[src/rtl/modespi_pkg.sv]
package modespi_pkg;

  typedef enum logic [1:0] {
    MD_STARTUP = 2'd0,
    MD_RESTART = 2'd1,
    MD_NORMAL  = 2'd2,
    MD_STANDBY = 2'd3
  } op_mode_e;

  localparam int unsigned MODE_W = 2;

  // Address at or above cfg_base: boot-time modes only; below: running modes only.
  function automatic logic access_ok(input int unsigned addr,
                                     input int unsigned cfg_base,
                                     input op_mode_e m);
    if (addr >= cfg_base) return (m == MD_STARTUP) || (m == MD_RESTART);
    return (m == MD_NORMAL) || (m == MD_STANDBY);
  endfunction

  // Status header: marker 1, zero fill, then the mode bits.
  function automatic logic [7:0] status_header(input op_mode_e m);
    return {6'b000010, m};
  endfunction

endpackage

[src/rtl/modespi_sync.sv]
module modespi_sync #(
  parameter int W = 3,
  parameter int STAGES = 2,
  parameter logic [W-1:0] RST_VAL = '0
) (
  input  logic         clk,
  input  logic         rst_n,
  input  logic [W-1:0] d,
  output logic [W-1:0] q
);
  logic [W-1:0] st [STAGES];

  for (genvar s = 0; s < STAGES; s++) begin : g_stage
    always_ff @(posedge clk or negedge rst_n) begin
      if (!rst_n) st[s] <= RST_VAL;
      else if (s == 0) st[s] <= d;
      else st[s] <= st[(s == 0) ? 0 : s-1];
    end
  end

  assign q = st[STAGES-1];
endmodule

[src/rtl/modespi_rx.sv]
module modespi_rx #(
  parameter int ADDR_W = 3,
  parameter int DATA_W = 12,
  localparam int FRAME = ADDR_W + 1 + DATA_W,
  localparam int CNT_W = $clog2(FRAME + 2)
) (
  input  logic              clk,
  input  logic              rst_n,
  input  logic              sck_s,
  input  logic              cs_n_s,
  input  logic              mosi_s,
  output logic              sck_rise,
  output logic              sck_fall,
  output logic              cs_fall,
  output logic              cs_rise,
  output logic [CNT_W-1:0]  bit_cnt,
  output logic [ADDR_W-1:0] addr_q,
  output logic [FRAME-1:0]  rx_word
);
  localparam logic [CNT_W-1:0] CNT_SAT  = CNT_W'(FRAME + 1);
  localparam logic [CNT_W-1:0] CNT_ADDR = CNT_W'(ADDR_W - 1);

  logic sck_d, cs_d;

  always_ff @(posedge clk or negedge rst_n) begin
    if (!rst_n) begin
      sck_d <= 1'b1;
      cs_d  <= 1'b1;
    end else begin
      sck_d <= sck_s;
      cs_d  <= cs_n_s;
    end
  end

  assign sck_fall = sck_d & ~sck_s & ~cs_n_s;
  assign sck_rise = ~sck_d & sck_s & ~cs_n_s;
  assign cs_fall  = cs_d & ~cs_n_s;
  assign cs_rise  = ~cs_d & cs_n_s;

  always_ff @(posedge clk or negedge rst_n) begin
    if (!rst_n) begin
      bit_cnt <= '0;
      rx_word <= '0;
      addr_q  <= '0;
    end else if (cs_fall) begin
      bit_cnt <= '0;
      rx_word <= '0;
    end else if (sck_fall) begin
      rx_word <= {rx_word[FRAME-2:0], mosi_s};
      if (bit_cnt != CNT_SAT) bit_cnt <= bit_cnt + 1'b1;
      if (bit_cnt == CNT_ADDR) addr_q <= {rx_word[ADDR_W-2:0], mosi_s};
    end
  end

  // Address only moves on the falling edge that completes the address field
  p_addr_hold_r1: assert property (@(posedge clk) disable iff (!rst_n)
    !(sck_fall && bit_cnt == CNT_ADDR && !cs_fall) |=> $stable(addr_q));

  // Length counter never runs past its saturation value
  p_cnt_sat_r6: assert property (@(posedge clk) disable iff (!rst_n)
    bit_cnt <= CNT_SAT);
endmodule

[src/rtl/modespi_tx.sv]
module modespi_tx #(
  parameter int HDR_W = 4,
  parameter int DATA_W = 12,
  localparam int FRAME = HDR_W + DATA_W,
  localparam int CNT_W = $clog2(FRAME + 2)
) (
  input  logic              clk,
  input  logic              rst_n,
  input  logic              cs_fall,
  input  logic              cs_rise,
  input  logic              sck_rise,
  input  logic [CNT_W-1:0]  bit_cnt,
  input  logic [HDR_W-1:0]  header,
  input  logic [DATA_W-1:0] rdata,
  output logic              miso,
  output logic              miso_oe
);
  logic [FRAME-1:0] tx_sr;

  always_ff @(posedge clk or negedge rst_n) begin
    if (!rst_n) begin
      tx_sr   <= '0;
      miso_oe <= 1'b0;
    end else if (cs_fall) begin
      tx_sr   <= {header, {DATA_W{1'b0}}};
      miso_oe <= 1'b1;
    end else if (cs_rise) begin
      miso_oe <= 1'b0;
    end else if (sck_rise) begin
      if (bit_cnt == CNT_W'(HDR_W)) tx_sr <= {rdata, {HDR_W{1'b0}}};
      else                          tx_sr <= {tx_sr[FRAME-2:0], 1'b0};
    end
  end

  assign miso = tx_sr[FRAME-1];

  p_oe_off_r4: assert property (@(posedge clk) disable iff (!rst_n)
    cs_rise |=> !miso_oe);

  p_oe_on_r4: assert property (@(posedge clk) disable iff (!rst_n)
    cs_fall |=> miso_oe);

  // First status bit is the marker
  p_hdr_mark_r3: assert property (@(posedge clk) disable iff (!rst_n)
    cs_fall |=> miso);
endmodule

[src/rtl/modespi_regslave.sv]
module modespi_regslave
  import modespi_pkg::*;
#(
  parameter int ADDR_W = 3,
  parameter int DATA_W = 12,
  parameter int CFG_BASE = 6,
  parameter int SYNC_STAGES = 2
) (
  input  logic              clk,
  input  logic              rst_n,
  input  logic              sck,
  input  logic              cs_n,
  input  logic              mosi,
  output logic              miso,
  output logic              miso_oe,
  input  logic [1:0]        mode,
  output logic              reg_we,
  output logic [ADDR_W-1:0] reg_addr,
  output logic [DATA_W-1:0] reg_wdata,
  input  logic [DATA_W-1:0] reg_rdata
);
  localparam int HDR_W = ADDR_W + 1;
  localparam int FRAME = HDR_W + DATA_W;
  localparam int CNT_W = $clog2(FRAME + 2);

  logic sck_s, cs_n_s, mosi_s;
  logic sck_rise_evt, sck_fall_evt, cs_fall_evt, cs_rise_evt;
  logic [CNT_W-1:0]  bit_cnt;
  logic [ADDR_W-1:0] addr_q;
  logic [FRAME-1:0]  rx_word;
  logic [HDR_W-1:0]  header;
  logic              frame_full, ro_flag, mode_ok, commit_evt;

  modespi_sync #(.W(3), .STAGES(SYNC_STAGES), .RST_VAL(3'b110)) u_sync (
    .clk(clk), .rst_n(rst_n), .d({sck, cs_n, mosi}), .q({sck_s, cs_n_s, mosi_s})
  );

  modespi_rx #(.ADDR_W(ADDR_W), .DATA_W(DATA_W)) u_rx (
    .clk(clk), .rst_n(rst_n), .sck_s(sck_s), .cs_n_s(cs_n_s), .mosi_s(mosi_s),
    .sck_rise(sck_rise_evt), .sck_fall(sck_fall_evt),
    .cs_fall(cs_fall_evt), .cs_rise(cs_rise_evt),
    .bit_cnt(bit_cnt), .addr_q(addr_q), .rx_word(rx_word)
  );

  assign header = HDR_W'(status_header(op_mode_e'(mode)));

  modespi_tx #(.HDR_W(HDR_W), .DATA_W(DATA_W)) u_tx (
    .clk(clk), .rst_n(rst_n), .cs_fall(cs_fall_evt), .cs_rise(cs_rise_evt),
    .sck_rise(sck_rise_evt), .bit_cnt(bit_cnt), .header(header),
    .rdata(reg_rdata), .miso(miso), .miso_oe(miso_oe)
  );

  assign frame_full = (bit_cnt == CNT_W'(FRAME));
  assign ro_flag    = rx_word[DATA_W];
  assign mode_ok    = access_ok(int'(addr_q), CFG_BASE, op_mode_e'(mode));
  assign commit_evt = cs_rise_evt & frame_full & ~ro_flag & mode_ok;

  always_ff @(posedge clk or negedge rst_n) begin
    if (!rst_n) begin
      reg_we    <= 1'b0;
      reg_wdata <= '0;
    end else begin
      reg_we <= commit_evt;
      if (commit_evt) reg_wdata <= rx_word[DATA_W-1:0];
    end
  end

  assign reg_addr = addr_q;

  p_we_pulse_r9: assert property (@(posedge clk) disable iff (!rst_n)
    reg_we |=> !reg_we);

  p_we_after_cs_r9: assert property (@(posedge clk) disable iff (!rst_n)
    reg_we |-> $past(cs_rise_evt));

  p_we_len_r6: assert property (@(posedge clk) disable iff (!rst_n)
    reg_we |-> ($past(bit_cnt) == CNT_W'(FRAME)));

  p_we_ro_r5: assert property (@(posedge clk) disable iff (!rst_n)
    reg_we |-> !$past(rx_word[DATA_W]));

  p_norm_mode_r7: assert property (@(posedge clk) disable iff (!rst_n)
    (reg_we && int'(reg_addr) < CFG_BASE) |-> $past(mode[1]));

  p_cfg_mode_r8: assert property (@(posedge clk) disable iff (!rst_n)
    (reg_we && int'(reg_addr) >= CFG_BASE) |-> !$past(mode[1]));
endmodule

[config.mk]
export PLATFORM = sky130hd
export DESIGN_NAME = modespi_regslave
export DESIGN_NICKNAME = d
export VERILOG_FILES = /design/src/rtl/modespi_pkg.sv /design/src/rtl/modespi_sync.sv /design/src/rtl/modespi_rx.sv /design/src/rtl/modespi_tx.sv /design/src/rtl/modespi_regslave.sv
export SDC_FILE = /design/constraint.sdc
export NUM_CORES = 1
export LEC_CHECK = 0
export ABC_CLOCK_PERIOD_IN_PS = 1900
export BUFFER_PORTS_ARGS = -buffer_cell sky130_fd_sc_hd__buf_2
export CORE_AREA = 2 2 93 95
export DETAILED_ROUTE_END_ITERATION = 10
export DIE_AREA = 0 0 95 97
export PLACE_DENSITY_LB_ADDON = 0.2
export SLEW_MARGIN = 0
export SYNTH_ARGS = -nofsm -noshare
export SYNTH_HDL_FRONTEND = slang
export SYNTH_SLANG_ARGS = --single-unit
[constraint.sdc]
create_clock -name clk -period 1.9 [get_ports clk]
set_input_delay 0.19 -clock clk [delete_from_list [all_inputs] [get_ports clk]]
set_output_delay 0.19 -clock clk [all_outputs]
set_load 0.005 [all_outputs]
Word-level counts from Yosys, hierarchy flattened. Index checks and enable logic that the tools add are counted. Widths: inputs -> output; s select.

$add $sub $neg: 1. Bitwise operators: 15. Mux-type cells: 14. Magnitude comparators: 1. Equal/unequal tests: 8. Reductions and logical operators: 10.

Operator list (number): $mux 16 (4); $mux 13 (2); $mux 5 (3); $and 1x1->1 (9); $reduce_bool 2->1 (4); $not 1->1 (6); $add 5x1->5 const B (1); $eq 5x2->1 const B (1); $eq 5x3->1 const B (1); $eq 5x5->1 const B (1); $mux 1 (5); $ne 5x5->1 const B (1); $eq 2x2->1 const B (2); $reduce_and 2->1 (2); $ge 3x3->1 const B (1); $reduce_and 3->1 (1); $eq 2x1->1 const B (1); $logic_not 2->1 (1); $logic_or 1x1->1 (2); $ne 2x2->1 const B (1).

Output and inout port bits: 18. Bits in registers: 59. Logic and storage cells: 60. Input port bits: 19.

Depth between registers and ports, before layout.
Word-level depth: 6. Mapped depth: 7. Depth with buffers taken out: 5.

Hierarchy. Synthesis repeated with hierarchy kept, for this count alone.

Cells, all modules: 214. Area total of the unflattened synthesis: 2675.1 sq um.

By module, submodules not included: modespi_rx (cells each 89, area each 1146.1 sq um, times used 1, sequential area each 653.1 sq um); modespi_tx (cells each 82, area each 784.5 sq um, times used 1, sequential area each 325.3 sq um); modespi_regslave (cells each 34, area each 566.8 sq um, times used 1, sequential area each 325.3 sq um); modespi_sync (cells each 9, area each 177.7 sq um, times used 1, sequential area each 155.1 sq um).

Worst setup path before layout. OpenSTA, ideal clock, no wires.

Path kind: register to register. From: register u_rx.cs_d. To: register u_tx.tx_sr[4]. Setup slack: 0.072 ns. Period minus slack after synthesis: 1.828 ns. Data required time: 1.782 ns. Arrival time: 1.710 ns. Setup time: 0.118 ns. Buffers on the path: 1. Stages on the path, launching flop included: 7. Cell sequence: dfstp_2 > inv_1 > ha_1 > or4b_4 > and2_1 > buf_2 > a21o_1.

Cells in the longest elaborated chain, start to end: 4. Elaborated cells on any way between the ends: 7. Classes of those cells: 1 x eq/ne; 1 x mux; 3 x bitwise; 2 x reduce/logical.

RTL lines: start, declared (line modespi_rx.sv:23) `logic sck_d, cs_d;`; start signal, assigned (line modespi_rx.sv:31) `cs_d <= cs_n_s;`; $not 1->1 (line modespi_rx.sv:38) `assign cs_rise = ~cs_d & cs_n_s;`; $and 1x1->1 (line modespi_rx.sv:38); $ne 2x2->1 (no line); $reduce_and 2->1 (no line); end signal, assigned (line modespi_tx.sv:25) `tx_sr <= {header, {DATA_W{1'b0}}};`; end signal, assigned (line modespi_tx.sv:30) `if (bit_cnt == CNT_W'(HDR_W)) tx_sr <= {rdata, {HDR_W{1'b0}}};`; end signal, assigned (line modespi_tx.sv:31) `else tx_sr <= {tx_sr[FRAME-2:0], 1'b0};`; end, declared (line modespi_tx.sv:18) `logic [FRAME-1:0] tx_sr;`.

Several ways; a longest one is shown, not always the timed one. A chain may end at the register's enable or synchronous reset.

Final worst setup path.
From: register u_rx.cs_d. To: register u_tx.tx_sr[15].

The elaborated chain is that of the path after synthesis.

==> impl_results.md <==
- Clk_lat worst skew: between 0.3 and 0.4 ns
- Die Area: about 9200 um2
- Starting Density: approximately 30%
- Setup Skew: approximately 0.0092 ns
- Crit path launch: u_rx.cs_d
- Yosys reg bits: 55
- CP endpoint kind: flop
- Placed instance count: roughly 340
- CTS buffer count: 5
- Worst min-delay path class: in2reg
- CP required: 2.09 ns
- Lkg Pwr: 0.001410 uW
- Total power: ~2200 uW
- Layout cells sized above 1: 37.75%
- Placer Congestion: 0.8157
- Fmax: 550.3 MHz
- Async set or reset register ratio after synthesis: 100.0%
- Non-Filler Instances: 354
- CTS tree: yes
- DRT Wirelength: approximately 4800 um
- Final setup margin: 0.08277 ns
- Initial DRC Count: 83
- Cell area after layout: about 3000 um2
- Hpwl dp: 3314 um
- R2r worst-path depth: 5
- Post-synth net total: ~220
- RSZ-0062 raised after global routing: false
- Area Overhead vs Synth: 22.98%
- Core region area: 8134 um2
- VDD IR max: 0.2795 mV
- Placement row count: 33
- Register area share after synthesis: 57.25%
- Antenna viol nets, final: 0
- Placed cell areas: 2799 um2
- Mapped Cells: 196
- Io pins: 37
- Reg2reg setup slack: 0.08 ns
- Count of cell types in the netlist: 38
- Count of endpoints failing setup in the final report: 0
- Synth Area per Inst: roughly 12 um2
- Fillers: 803
- Pwr dens: 748.9 nW/um2
- Worst R2R Start: u_rx.cs_d
- Critical path arrival: between 2 and 2.5 ns
- Worst Tran Pin Value: 0.5182 ns
- Critical path class: reg2reg
- Pin count of the biggest net entering global routing: 35
- Port buffer count: 36
- Routed via count: 1586
- Die X: 95 um
- Fin. Hold Viols: 0
- Final min period: roughly 1.8 ns
- Synth warn: 0
- Commonest non-fill, non-tap cell in the layout: dfrtp_1
- Deepest clock path buffer count: 2
- Htree depth: 2
- Run status: complete, no violations
- DR WL/cell: around 13 um
- DRC errors left: 0
- Vias per Instance: 4.480
- Place WS: -0.04720 ns
- Synth Cell Area: ~2400 um2
- Initial antenna violation count: 0
- Reg2reg end: u_tx.tx_sr[15]
- CTS Root Cell: clkbuf_8
- All-layer global routing usage: a little over a tenth
- Chip height: between 90 and 100 um
- Worst slew margin: 65.46%
- Min Hold Slack: between 0.15 and 0.2 ns
- Final period util: 95.64%
- First-pass GRT wire length: 7914 um
- Antenna cells: 0
- CP endpoint: u_tx.tx_sr[15]
- Total grt overflow: 0
- Number of synthesized flops with an enable pin: 0
- Fin nets: 274
- CTS sink cnt: 55
- Most frequent cells in the layout: 49 x dfrtp_1, 36 x buf_2, 26 x nand2_1, 20 x mux2_2, 14 x buf_4
- Max-cap viol count: 0
- Hold Crit Start: reg_rdata[4]
- Max-slew violation count: 0
- Worst-path maximum fanout: 11
- Vias in the first global route: 1586
- DRT Pass-1 Iters: 4
- Main synth FF type: dfrtp_1
- Critical path startpoint category: flop
- CTS clk-pin slew, worst paths: about 0.10 ns
-- layout make-up --
class	instances	area, um2	share of cell area (%)
sequential	55	1384	46.55
multi-input combinational	124	969.7	32.62
timing repair buffer	55	345.3	11.62
tap	105	131.4	4.419
clock buffer	5	68.82	2.315
clock inverter	3	47.55	1.599
inverter	7	26.28	0.8838
-- worst min-delay path by stage --
| stage | endpoint | depth (start not counted) |
|---|---|---|
| 2_1_floorplan | reg_wdata[0] | 0 |
| 3_3_place_gp | u_rx.addr_q[1] | 1 |
| 3_5_place_dp | u_rx.addr_q[2] | 1 |
| 4_1_cts | u_tx.tx_sr[12] | 3 |
| 5_1_grt | u_tx.tx_sr[12] | 3 |
| 6_report | u_tx.tx_sr[8] | 3 |
-- worst max-delay path, cell delays in order, from the launching register on --
cell and delay [ns]:
dfstp_2 0.54, inv_1 0.05, ha_2 0.17, or4b_4 0.48, or2_4 0.31, a2bb2oi_1 0.16
-- layer usage --
metal	global-route usage, %	routed length (um)
met1	15.61	2420
met2	16.31	2190
met3	2.336	100
met4	3.344	66
met5	0	0
-- synth_stat cells (all sizes together), types with 4 or more instances --
library cell	instances	area, um2
a21oi	13	65.06
buf	5	36.28
clkbuf	5	18.77
dfrtp	49	1226
dfstp	6	157.7
ha	7	87.58
inv	7	26.28
mux2	20	225.2
mux2i	10	100.1
nand2	26	97.59
nand4	4	25.02
o2bb2ai	8	70.07
-- cell families (layout without fill, tap and decap cells) --
| logic type | Yosys count | after routing | synth area share, % |
|---|---|---|---|
| simple gates | 55 | 55 | 13.20 |
| fa+ha+maj | 7 | 7 | 3.623 |
| mux | 30 | 30 | 13.46 |
| buf+inv | 17 | 70 | 3.364 |
| compound gates | 32 | 32 | 9.110 |
| flops | 55 | 55 | 57.25 |
-- timing repair --
action / CTS / global route
setup endpoints to repair: 8 / 22
endpoints found under the hold margin: 18 / 0
gates resized for setup: 1 / 3
buffers inserted: 0 / 0
hold buffers: 4 / 0
-- per-stage QoR --
stage	utilization, %	TNS [ns]
floorplan	-	0
global placement	34.41	-0.02641
detailed placement	34.41	-0.06497
CTS	36.36	0
global route	36.55	0
finish	36.55	0
-- report_power, final --
part | internal, uW | total [uW] | switching [uW] | leakage, uW
logic | 89.7 | 195 | 105 | 0.000618
registers | 1210 | 1230 | 21.1 | 0.000733
clock network | 400 | 800 | 400 | 0.0000587
total | 1700 | 2230 | 526 | 0.00141
-- state kept, by name, indices dropped and copies added (netlist names) --
| signal | cells |
|---|---|
| u_rx.addr_q | 3 |
| u_rx.cs_d | 1 |
| u_rx.sck_d | 1 |
| reg_wdata | 12 |
| u_rx.rx_word | 13 |
| u_tx.miso_oe | 1 |
| u_sync.q | 3 |
| u_rx.bit_cnt | 5 |
| u_tx.tx_sr | 12 |
| u_sync.st | 3 |
| reg_we | 1 |
No activity file was read; power rests on OpenSTA's default activity.
